## config.mk

```make
export PLATFORM = sky130hd
export DESIGN_NAME = poll_bus_arbiter
export DESIGN_NICKNAME = d
export VERILOG_FILES = /design/src/rtl/poll_arb_pkg.sv /design/src/rtl/poll_counter.sv /design/src/rtl/claim_unit.sv /design/src/rtl/poll_bus_arbiter.sv
export SDC_FILE = /design/constraint.sdc
export NUM_CORES = 1
export LEC_CHECK = 0
export BUFFER_PORTS_ARGS = -buffer_cell sky130_fd_sc_hd__buf_2
export CAP_MARGIN = 20
export CORE_MARGIN = 5
export CORE_UTILIZATION = 30
export CTS_BUF_LIST = sky130_fd_sc_hd__clkbuf_8 sky130_fd_sc_hd__clkbuf_16
export DETAILED_ROUTE_END_ITERATION = 8
export SLEW_MARGIN = 20
export SYNTH_ARGS = -nofsm -noshare
export SYNTH_HDL_FRONTEND = slang
export SYNTH_SLANG_ARGS = --single-unit
```

## constraint.sdc

```tcl
create_clock -name clk -period 3.67 [get_ports clk]
set_clock_uncertainty 0.1 [all_clocks]
set_input_delay 0.367 -clock clk [delete_from_list [all_inputs] [get_ports clk]]
set_output_delay 0.367 -clock clk [all_outputs]
set_load 0.01 [all_outputs]
```

## src/rtl/poll_arb_pkg.sv

```systemverilog
// Shared helpers for the polling bus arbiter.
// Assumes device numbers run from 0 to n-1 with n at least 1.
package poll_arb_pkg;

    // Next device number in polling order, wrapping after the last one.
    function automatic int poll_next(input int cur, input int n);
        if (cur >= n - 1)
            return 0;
        return cur + 1;
    endfunction

endpackage

```

## src/rtl/poll_counter.sv

```systemverilog
// Polling count register: it steps through device numbers when told
// to advance and holds otherwise.
// Assumes advance is already qualified by the shared request and busy lines.
module poll_counter #(
    parameter int N_DEV = 8,
    parameter int CW    = (N_DEV > 1) ? $clog2(N_DEV) : 1
) (
    input  logic          clk,
    input  logic          rst_n,
    input  logic          advance,
    output logic [CW-1:0] cnt
);
    import poll_arb_pkg::*;

    // Step to the next device number, or hold.
    always_ff @(posedge clk) begin
        if (!rst_n)
            cnt <= '0;
        else if (advance)
            cnt <= CW'(poll_next(int'(cnt), N_DEV));
    end

endmodule

```

## src/rtl/claim_unit.sv

```systemverilog
// Per-master claim logic. It takes the bus when its own number is polled
// while it requests and the bus is free. It keeps the bus until its
// request drops.
// Assumes bus_busy is the registered OR of all owners.
module claim_unit #(
    parameter int CW     = 3,
    parameter int DEV_ID = 0
) (
    input  logic          clk,
    input  logic          rst_n,
    input  logic          req,
    input  logic [CW-1:0] poll_cnt,
    input  logic          bus_busy,
    output logic          owns
);
    logic polled;

    // Own number currently on the broadcast count.
    assign polled = (poll_cnt == CW'(DEV_ID));

    // Claim on match with a free bus, keep while requesting.
    always_ff @(posedge clk) begin
        if (!rst_n)
            owns <= 1'b0;
        else if (owns)
            owns <= req;
        else
            owns <= req && polled && !bus_busy;
    end

endmodule

```

## src/rtl/poll_bus_arbiter.sv

```systemverilog
// Polling bus arbiter top: a central poll counter plus one claim unit per
// master, joined by shared request and busy lines.
// Assumes requests are synchronous to clk.
module poll_bus_arbiter #(
    parameter int N_DEV = 8,
    parameter int CW    = (N_DEV > 1) ? $clog2(N_DEV) : 1
) (
    input  logic             clk,
    input  logic             rst_n,
    input  logic [N_DEV-1:0] dev_req,
    output logic [N_DEV-1:0] dev_busy,
    output logic             bus_req,
    output logic             bus_busy,
    output logic [CW-1:0]    poll_cnt
);
    logic advance;

    // Shared lines are wired-OR of the per-master drives.
    assign bus_req  = |dev_req;
    assign bus_busy = |dev_busy;

    // Count moves only while someone waits and nobody owns the bus.
    assign advance  = bus_req && !bus_busy;

    poll_counter #(.N_DEV(N_DEV), .CW(CW)) u_cnt (
        .clk     (clk),
        .rst_n   (rst_n),
        .advance (advance),
        .cnt     (poll_cnt)
    );

    for (genvar g = 0; g < N_DEV; g++) begin : g_dev
        claim_unit #(.CW(CW), .DEV_ID(g)) u_claim (
            .clk      (clk),
            .rst_n    (rst_n),
            .req      (dev_req[g]),
            .poll_cnt (poll_cnt),
            .bus_busy (bus_busy),
            .owns     (dev_busy[g])
        );
    end

endmodule

```

== After elaboration in Yosys (flattened, before gate mapping) ==
Cells that the tools add are included.
Storage, ports and cells
  register bits after elaboration: 11
  bits of input ports: 10
  output and inout bits: 13
  word-level logic and storage cells: 51
Cells by class
  $add $sub $neg: 1
  $lt $le $gt $ge: 1
  equal/unequal tests: 7
  mux-type cells: 12
  reduce and logical (&&, ||, !) cells: 21
Operators by type and width (count)
  $logic_and A1 B1 Y1: 17
  $reduce_or A8 Y1: 2
  $eq A3 B3 Y1 const B: 4
  $mux W1: 11
  $eq A3 B2 Y1 const B: 2
  $add A3 B1 Y3 const B: 1
  $eq A3 B1 Y1 const B: 1
  $ge A3 B3 Y1 const B: 1
  $logic_not A3 Y1: 1
  $mux W3: 1
  $logic_not A1 Y1: 1

== Logic depth before layout (Yosys ltp) ==
  depth in word-level cells: 6
  mapped depth: 5
  depth with buffers taken out: 5

== Hierarchy ==
From an unflattened synthesis, not the netlist that was laid out.
Unflattened totals
  cells, all modules: 47
  area, all modules: 544.3 um^2
By module, submodules not included
  poll_counter: instances 1, cells each 16, area an instance 160.2 um^2, seq. area each 60.1 um^2
  claim_unit at g_dev[1].u_claim ...: instances 3, cells each 3, area an instance 45.0 um^2, seq. area each 20.0 um^2
  claim_unit at g_dev[3].u_claim ...: instances 3, cells each 3, area an instance 42.5 um^2, seq. area each 20.0 um^2
  poll_bus_arbiter: instances 1, cells each 7, area an instance 45.0 um^2, seq. area each 0.0 um^2
  claim_unit at g_dev[7].u_claim: instances 1, cells each 3, area an instance 40.0 um^2, seq. area each 20.0 um^2
  claim_unit at g_dev[0].u_claim: instances 1, cells each 3, area an instance 36.3 um^2, seq. area each 20.0 um^2

== Least setup slack after synthesis ==
Ideal clock, no wire load.
  kind: input to output
  start point: input dev_req[4]
  end point: output bus_req
  data arrival time: 1.237 ns
  required time: 3.203 ns
  path slack: 1.966 ns
  stages on the path: 2
  path buffers: 0
  path through: or4_4 or2_2
On the way
  word-level cells in the longest chain between the ends: 1
RTL lines
  start, declared: line poll_bus_arbiter.sv:10  | input logic [N_DEV-1:0] dev_req,
  $reduce_or A8 Y1: line poll_bus_arbiter.sv:19  | assign bus_req = |dev_req;
  end, declared: line poll_bus_arbiter.sv:12  | output logic bus_req,
No other way between the ends.

== Worst setup path after layout ==
  start point: register g_dev[5].u_claim.owns
  end point: output bus_busy
On the way
  word-level cells in the longest chain between the ends: 1
RTL lines
  start, declared: line claim_unit.sv:14  | output logic owns
  start signal, assigned: line claim_unit.sv:26  | owns <= req;
  start signal, assigned: line claim_unit.sv:28  | owns <= req && polled && !bus_busy;
  $reduce_or A8 Y1: line poll_bus_arbiter.sv:20  | assign bus_busy = |dev_busy;
  end, declared: line poll_bus_arbiter.sv:13  | output logic bus_busy,
No other way between the ends.

==> impl_metrics.py <==
metrics = {
    "sta": {
        "worst_hold_slack_ns": 0.260,
        "slew_headroom_pct": 58.2,
        "final.setup.worst_slack_ns": 1.73,
        "timing.final.crit_share_pct": 52.9,
        "grt_setup_unrepaired": "no",
        "final_hold_fails": 0,
        "finalSetupTns_ns": 0,
        "worstMarginPinSlew_ns": 0.623,
        "min_period_ns": 1.94,
        "timing.final.setup_violations": 0,
        "maxClockFrequency_mhz": 516,
        "slew_violations": 0,
    },
    "clock_network": {
        "post-cts-setup-buffers": 0,
        "tritoncts_clock_tree": "done",
        "clk_path_buf_depth": 2,
        "clk_root_buffer_cell": "sky130_fd_sc_hd__clkbuf_8",
        "clock_sink_count": 11,
        "clk_transition_reported_paths_ns": 0.05,
        "clock_tree.htree_level_count": 1,
        "ctsHoldBuffers": 0,
        "cts_resized": 0,
        "clock_latency_ns": 0.24,
        "cts_buffers": 3,
    },
    "critical_path": {
        "setup_slack_on_the_worst_flop_to_flop_path_ns": 2.15,
        "setup.worst_path.end": "bus_busy",
        "cp-start-kind": "register",
        "critical_path_peak_fanout": 10,
        "startpoint": "g_dev[5].u_claim.owns",
        "critical_path.max_stage_delay_ns": 0.61,
        "r2r-end": "u_cnt.cnt[1]",
        "crit_cells": 3,
        "critical_path.n_buffers_inverters": 1,
        "r2r_cells": 3,
        "setup.worst_path.class": "register to primary output",
        "worstPathRequired_ns": 3.20,
        "worst_ep_arrival_time_ns": 1.47,
        "worstReg2RegStart": "g_dev[5].u_claim.owns",
        "sort_of_element_at_the_end_of_the_critical_path": "primary output",
        "critical-path-top-delay-family": "simple AND/OR/NAND/NOR gates",
        "critical_path.cell_chain": "nor4_4, nand2_1, buf_2",
        "worst_path_max_delay_cell": "sky130_fd_sc_hd__nor4_4",
    },
    "yosys": {
        "synth_simple_gate_area_share_pct": 25.2,
        "syn-cell-area_um2": 661,
        "synth_cell_types": 16,
        "yosysSeqAreaShare_pct": 33.3,
        "syn-instance-count": 72,
        "synthesis.yosys.warnings": 0,
        "synth_compound_gate_area_share_pct": 13.1,
        "synth.mux.area_fraction_pct": 4.55,
        "synth_nets": 88,
        "syn_area_per_cell_um2": 9.18,
        "seq_cells_post_synth": 11,
        "post_synth_fa_ha_maj_area_fraction_pct": 11.4,
        "combinational_family_with_the_most_area_after_synthesis": "simple AND/OR/NAND/NOR gates",
        "yosys.area_share.xor_xnor_pct": 0,
    },
    "place": {
        "gp_congestion": 0.751,
        "place_worst_setup_slack_ns": 1.73,
        "hpwl_mm": 1.14,
        "detailed_place.area_um2": 742,
        "count_of_input_and_output_buffers": 22,
        "dp_cells": 113,
    },
    "final_layout": {
        "final_cell_count_no_fill": 117,
        "register_area_um2": 220,
        "n_diodes": 0,
        "mostFrequentLayoutCell": "sky130_fd_sc_hd__buf_2",
        "nets": 106,
        "multiInputGateArea_um2": 358,
        "final_util_pct": 36.6,
        "post_route_cells_drive_above_1_share_pct": 34.8,
        "area_delta_synth_final_pct": 19.1,
        "number_of_filler_instances_in_the_final_layout": 239,
        "layout.cells.most_common_list": "sky130_fd_sc_hd__buf_2, sky130_fd_sc_hd__nand2_1, sky130_fd_sc_hd__dfxtp_1",
        "final_cell_area_um2": 787,
    },
    "power_and_ir_drop": {
        "power.ir.vdd_worst_mv": 0.272,
        "power-per-cell-area_nw_per_um2": 606,
        "total_leakage_power_nw": 0.368,
        "total_power_mw": 0.477,
    },
    "grt": {
        "wire_length_of_the_first_global_routing_pass_mm": 2.52,
        "track_usage_pct": 10.1,
        "grt_start_max_net_pins": 15,
        "antenna_found_initial": 0,
        "global_route.overflow_total": 0,
        "first_global_vias": 556,
    },
    "drt": {
        "average_routed_wire_per_standard_cell_um": 12.6,
        "num_vias": 552,
        "antenna_violating_nets_post_route": 0,
        "drt_pass_1_iters": 4,
        "drt_first_iter_violations": 4,
        "avgViaCountPerCell": 4.72,
        "routed_wl_mm": 1.47,
        "post-route-drc-count": 0,
    },
    "floorplan": {
        "start_util_pct": 30.8,
        "die_area_um2": 3240,
        "core_area_um2": 2150,
        "floorplan.rows": 17,
        "die_h_um": 56.9,
        "die_width_um": 56.9,
        "num_io_pins": 23,
    },
    "run": {
        "max_cap_violations": 0,
    },
    "hold_path": {
        "class_of_the_worst_hold_path": "primary input to register",
    },
    "run_status": {
        "run_status": "complete, no violations",
    },
}
==> metal layers <==
layer  track usage, %  part of all wire [%]  up-vias
met5                0                     0        -
met4             6.95                     0        0
met3             3.68                   8.0        0
met2             13.9                    46       17
met1             12.9                    46      254
li1                 -                     -      281
==> final cells by class <==
type	instances	area share, %
clock buffer	3	5.25
inverter	5	2.38
tap	28	4.45
multi-input combinational	47	45.5
clock inverter	1	0.477
sequential	11	28.0
timing repair buffer	22	14.0
==> power by group <==
group	total [mW]	switching (mW)	internal (mW)
clock	0.119	0.0453	0.0734
combinational	0.188	0.103	0.0853
sequential	0.170	0.0300	0.140
total	0.477	0.178	0.299
==> worst min-delay path by stage <==
stage	cells after the start	end	startpoint	slack, ns
2_1_floorplan	2	g_dev[0].u_claim.owns	dev_req[0]	0.39
3_3_place_gp	2	u_cnt.cnt[1]	u_cnt.cnt[1]	0.42
3_5_place_dp	2	u_cnt.cnt[1]	u_cnt.cnt[1]	0.43
4_1_cts	3	g_dev[4].u_claim.owns	dev_req[4]	0.26
5_1_grt	3	g_dev[4].u_claim.owns	dev_req[4]	0.26
6_report	3	g_dev[0].u_claim.owns	dev_req[0]	0.26
==> worst min-delay path: stages <==
cell	delay [ns]
sky130_fd_sc_hd__buf_2	0.10
sky130_fd_sc_hd__nand2_1	0.05
sky130_fd_sc_hd__nor2_1	0.03
==> Yosys cell counts <==
cell type / number / share of area (%)
sky130_fd_sc_hd__nor2_1: 8 / 4.5
sky130_fd_sc_hd__dfxtp_1: 11 / 33
sky130_fd_sc_hd__a41oi_1: 6 / 8.0
sky130_fd_sc_hd__or4_4: 2 / 3.4
sky130_fd_sc_hd__buf_4: 8 / 9.1
sky130_fd_sc_hd__or2_2: 1 / 0.95
sky130_fd_sc_hd__clkbuf_1: 1 / 0.57
sky130_fd_sc_hd__nand3_1: 2 / 1.5
sky130_fd_sc_hd__nand4_1: 1 / 0.95
sky130_fd_sc_hd__a31oi_1: 2 / 1.9
sky130_fd_sc_hd__nand2_1: 13 / 7.4
sky130_fd_sc_hd__o211ai_4: 1 / 3.2
sky130_fd_sc_hd__nor4_4: 2 / 6.4
sky130_fd_sc_hd__mux2i_1: 3 / 4.5
sky130_fd_sc_hd__ha_1: 6 / 11
sky130_fd_sc_hd__inv_1: 5 / 2.8
==> sequential cells by signal (all words and copies together) (netlist names) <==
name,cells
g_dev.u_claim.owns,8
u_cnt.cnt,3
==> cell families (layout without fill, tap and decap cells) <==
logic type	after synthesis	after routing
buf+inv	14	31
flops	11	11
simple gates	29	29
mux	3	3
fa+ha+maj	6	6
compound gates	9	9
Note: power is estimated with default switching activity, not from simulation.
